$ cat config.mk
export PLATFORM = sky130hd
export DESIGN_NAME = seg_rail_selector
export DESIGN_NICKNAME = d
export VERILOG_FILES = /design/src/rtl/seg_rail_pkg.sv /design/src/rtl/load_strobe_fsm.sv /design/src/rtl/column_latch.sv /design/src/rtl/rail_encoder.sv /design/src/rtl/seg_rail_selector.sv
export SDC_FILE = /design/constraint.sdc
export NUM_CORES = 1
export LEC_CHECK = 0
export BUFFER_PORTS_ARGS = -buffer_cell sky130_fd_sc_hd__buf_2
export CORE_MARGIN = 4
export CORE_UTILIZATION = 42
export CTS_CLUSTER_DIAMETER = 80
export DETAILED_ROUTE_END_ITERATION = 10
export PLACE_DENSITY = 0.73
export SLEW_MARGIN = 20
export SYNTH_ARGS = -nofsm -noshare
export SYNTH_HDL_FRONTEND = slang
export SYNTH_SLANG_ARGS = --single-unit
$ cat constraint.sdc
create_clock -name clk -period 3.95 [get_ports clk]
set_clock_uncertainty 0.2 [all_clocks]
set_input_delay 0.395 -clock clk [delete_from_list [all_inputs] [get_ports clk]]
set_output_delay 0.395 -clock clk [all_outputs]
set_load 0.1 [all_outputs]
$ cat src/rtl/seg_rail_pkg.sv
package seg_rail_pkg;

    typedef enum logic [1:0] {
        RAIL_V1  = 2'b00,
        RAIL_V3  = 2'b01,
        RAIL_V4  = 2'b10,
        RAIL_VEE = 2'b11
    } rail_t;

    typedef enum logic [1:0] {
        LD_EMPTY = 2'b00,
        LD_ARMED = 2'b01,
        LD_HELD  = 2'b10
    } ld_state_t;

    function automatic rail_t pick_rail(input logic lit, input logic alt, input logic blank_n);
        rail_t r;
        if (!blank_n) begin
            r = RAIL_V1;
        end else begin
            unique case ({alt, lit})
                2'b00:   r = RAIL_V3;
                2'b01:   r = RAIL_V1;
                2'b10:   r = RAIL_V4;
                default: r = RAIL_VEE;
            endcase
        end
        return r;
    endfunction

endpackage

$ cat src/rtl/load_strobe_fsm.sv
module load_strobe_fsm
    import seg_rail_pkg::*;
(
    input  logic      clk,
    input  logic      rst_n,
    input  logic      load_strb,
    output logic      capture,
    output ld_state_t state
);

    ld_state_t state_nx;

    // state register
    always_ff @(posedge clk or negedge rst_n) begin
        if (!rst_n) begin
            state <= LD_EMPTY;
        end else begin
            state <= state_nx;
        end
    end

    // next-state logic
    always_comb begin
        state_nx = state;
        unique case (state)
            LD_EMPTY: if (load_strb)  state_nx = LD_ARMED;
            LD_ARMED: if (!load_strb) state_nx = LD_HELD;
            LD_HELD:  if (load_strb)  state_nx = LD_ARMED;
            default:  state_nx = LD_EMPTY;
        endcase
    end

    // outputs: capture fires on the ARMED->HELD transition
    always_comb begin
        capture = 1'b0;
        unique case (state)
            LD_ARMED: capture = !load_strb;
            default:  capture = 1'b0;
        endcase
    end

endmodule

$ cat src/rtl/column_latch.sv
module column_latch #(
    parameter int COLS = 80
) (
    input  logic            clk,
    input  logic            rst_n,
    input  logic            capture,
    input  logic [COLS-1:0] d,
    output logic [COLS-1:0] q
);

    for (genvar i = 0; i < COLS; i++) begin : g_col
        always_ff @(posedge clk or negedge rst_n) begin
            if (!rst_n) begin
                q[i] <= 1'b0;
            end else if (capture) begin
                q[i] <= d[i];
            end
        end
    end

endmodule

$ cat src/rtl/rail_encoder.sv
module rail_encoder
    import seg_rail_pkg::*;
#(
    parameter int COLS = 80,
    localparam int OUT_W = 2 * COLS
) (
    input  logic [COLS-1:0]  lit,
    input  logic             alt_phase,
    input  logic             blank_n,
    output logic [OUT_W-1:0] codes
);

    for (genvar i = 0; i < COLS; i++) begin : g_enc
        rail_t r;
        always_comb begin
            r = pick_rail(lit[i], alt_phase, blank_n);
        end
        assign codes[2*i +: 2] = r;
    end

endmodule

$ cat src/rtl/seg_rail_selector.sv
module seg_rail_selector
    import seg_rail_pkg::*;
#(
    parameter int COLS = 80,
    localparam int OUT_W = 2 * COLS
) (
    input  logic             clk,
    input  logic             rst_n,
    input  logic [COLS-1:0]  shift_data,
    input  logic             load_strb,
    input  logic             alt_phase,
    input  logic             blank_n,
    output logic [OUT_W-1:0] rail_sel
);

    logic            capture;
    ld_state_t       ld_state;
    logic [COLS-1:0] lat_q;

    load_strobe_fsm u_fsm (
        .clk       (clk),
        .rst_n     (rst_n),
        .load_strb (load_strb),
        .capture   (capture),
        .state     (ld_state)
    );

    column_latch #(.COLS(COLS)) u_latch (
        .clk     (clk),
        .rst_n   (rst_n),
        .capture (capture),
        .d       (shift_data),
        .q       (lat_q)
    );

    rail_encoder #(.COLS(COLS)) u_enc (
        .lit       (lat_q),
        .alt_phase (alt_phase),
        .blank_n   (blank_n),
        .codes     (rail_sel)
    );

endmodule

==> flow_summary.yaml <==
clock_network:
  h-tree-depth: 3
  cts_buffers: 9
  root_buffer: "clkbuf_16"
  cts_buffer_depth: 2
  cts_tree: "yes"
  clkSinkCount: 82
  clk_pin_slew_ps: 60
  cts_setup_buffers: 0
  clk_latency_ps: 340
synthesis:
  synth_top_family_by_area: "multiplexers"
  avgSynthCellArea_um2: 12.36
  yosys-top-cells-area: "dfrtp_1 38%, mux2_4 22%, xnor2_1 13%, buf_4 12%, and2_1 9.4%"
  yosysTopAreaCell: "dfrtp_1"
  synth_cells: 435
  synth_cell_types: 15
  synth_top_area_share_pct: 38.17
  ys_warn_count: 0
  synth_xor_area_share_pct: 13.03
  synth-seq-cells: 82
  yosys.area_share.simple_pct: 9.728
  ys_seq_area_share_pct: 38.17
  synth_fa_ha_area_share_pct: 0.4654
  synth-compound-area-share_pct: 0.2793
  synthesis.area_um2: 5376
  syn-num-nets: 522
  synthMuxAreaShare_pct: 22.34
detailed_routing:
  drtPass1Iterations: 4
  drt_first_iter_violations: 93
  wl_per_cell_um: 14.74
  vias_per_cell: 4.459
  wl_um: 11280
  ant_nets: 0
  drc_errors: 0
  num_vias: 3411
floorplan:
  core_um2: 12570
  start_util_pct: 42.78
  dieArea_um2: 14670
  num_rows: 41
  die_h_um: 121.1
  die_w_um: 121.1
  io_pins: 245
cells_and_area:
  multi_input_area_um2: 2472
  regArea_um2: 2052
  fin_nets: 676
  drive_above_1_share_pct: 58.01
  syn_to_final_growth_pct: 18.13
  diodes: 0
  nFillCells: 1095
  fin_cells: 765
  final_cell_area_um2: 6351
place:
  hpwl_um: 7929
  dp_cells: 749
  post-place-ws_ps: 1009
  placed_area_um2: 6030
  gp_congestion: 0.7422
  io_buffers: 244
worst_setup_path:
  startpoint_type: "input pin"
  cp_data_required_time_ps: 3360
  worst_path_max_delay_cell: "and2_2"
  r2r-end: "u_latch.q[25]"
  timing.rr.start: "u_fsm.state[1]"
  end_kind: "primary output"
  critPathMaxStageDelay_ps: 820
  crit_chain: "buf_2 -> and2_2 -> buf_2"
  reg2regPathDepth: 3
  cp.arrival_ps: 2280
  timing.critical_path.mode_cell: "buf_2"
  path_buf_inv: 2
  critical_path_class: "input pin to primary output"
  reg2reg_slack_ps: 2060
  cp_top_family: "buffers and inverters"
  crit_fanout: 79
sta:
  fin_crit_sh_pct: 72.91
  timing.slew.headroom_pct: 42.87
  finalHoldViolations: 0
  timing.fmax_mhz: 347.2
  setup_tns_ps: 0
  max_slew.worst_pin.slew_ps: 857.0
  rsz0062_at_grt: "false"
  setup_viol: 0
  fin_crit_ps: 2880
  final-max-slew-violation-count: 0
  timing.hold.ws_ps: 74.36
  post-route-worst-setup-slack_ps: 1070
min_path:
  min_path_cells: 2
  min_to: "u_fsm.state[1]"
  min_from: "load_strb"
  hp-class: "input pin to register"
global_routing:
  grt_max_degree: 83
  gr-total-overflow: 0
  grt_pass1_wl_um: 17360
  grt.total_usage_pct: 15.10
  antenna_found_initial: 1
  grt_pass1_vias: 3316
pwr:
  ir_drop_uv: 431.5
  powerDensity_nw_per_um2: 719.6
  p_leak_nw: 3.236
run_status:
  status: "complete, no violations"
job:
  drv_cap: 0
## final cells by class
type | count | share of cell area, %
clock buffers | 9 | 3.546
clock inverters | 6 | 1.300
inverters | 1 | 0.05910
multi-input cells | 247 | 38.93
flip-flops and latches | 82 | 32.31
well taps | 172 | 3.388
repair buffers | 248 | 20.47
## what timing repair did
action	CTS	global route
hold endpoints to repair	0	82
hold buffers	0	1
gates resized for setup	0	0
## routing by layer
layer	track usage (%)	vias to the layer above	share of wire, %
met5	0	-	0.12
met4	5.602	2	1.7
met3	4.848	14	9.7
met2	24.45	161	49
met1	18.89	1626	40
li1	-	1608	-
## sequential cells by signal, summed over array words and instances (netlist names)
| signal | count |
|---|---|
| u_fsm.state | 2 |
| u_latch.q | 80 |
## cell usage after synthesis (all sizes together)
master / n
a21boi: 1
and2: 81
buf: 96
clkbuf: 9
dfrtp: 82
ha: 2
inv: 1
mux2: 80
nor2: 1
nor3b: 1
o21a: 1
xnor2: 80
## worst max path at each step
| stage | startpoint | endpoint | cells past startpoint | slack [ps] |
|---|---|---|---|---|
| 6_report | blank_n | rail_sel[85] | 3 | 1070 |
| 2_1_floorplan | alt_phase | rail_sel[101] | 4 | 990 |
| 3_5_place_dp | blank_n | rail_sel[85] | 3 | 1010 |
| 3_3_place_gp | blank_n | rail_sel[97] | 3 | 1110 |
| 5_1_grt | blank_n | rail_sel[37] | 3 | 830 |
| 4_1_cts | blank_n | rail_sel[85] | 3 | 1010 |
## logic make-up after synthesis
logic type	after synthesis
xor gates and xnor gates	80
AOI/OAI and AO/OA	2
adders and majority gates	2
and+or+nand+nor	83
muxes	80
buffers and inverters	106
DFF	82
## power breakdown
group / switching [mW] / internal (mW) / leakage (nW)
Combinational: 1.77 / 0.694 / 2.12
Clock: 0.328 / 0.546 / 0.151
Sequential: 0.172 / 1.06 / 0.966
## cell usage in the layout, fill, tap and decap left out
master | Yosys | layout
buf_6 | 1 | 1
a21boi_0 | 1 | 1
ha_1 | 2 | 2
clkinv_2 | 0 | 3
mux2_4 | 80 | 80
dlygate4sd3_1 | 0 | 1
inv_1 | 1 | 1
dfrtp_1 | 82 | 82
bufinv_16 | 0 | 2
buf_12 | 8 | 3
buf_4 | 86 | 1
nor2_1 | 1 | 1
clkbuf_16 | 0 | 9
xnor2_1 | 80 | 80
and2_2 | 0 | 1
nor3b_4 | 0 | 1
and2_1 | 81 | 80
buf_2 | 1 | 242
clkinvlp_4 | 0 | 1
o21a_1 | 1 | 1
## per-stage QoR
stage	util (%)	total power, mW
final	50.53	4.570
after floorplan	-	3.440
after CTS	50.42	4.617
after global routing	50.53	4.756
after detailed placement	47.97	3.718
after global placement	47.97	3.687
## worst reg2reg max path, stage by stage, from the launching register on
cell	delay (ps)
dfrtp_1	420
nor3b_4	240
buf_12	500
mux2_4	410
(Power assumes the default switching activity.)
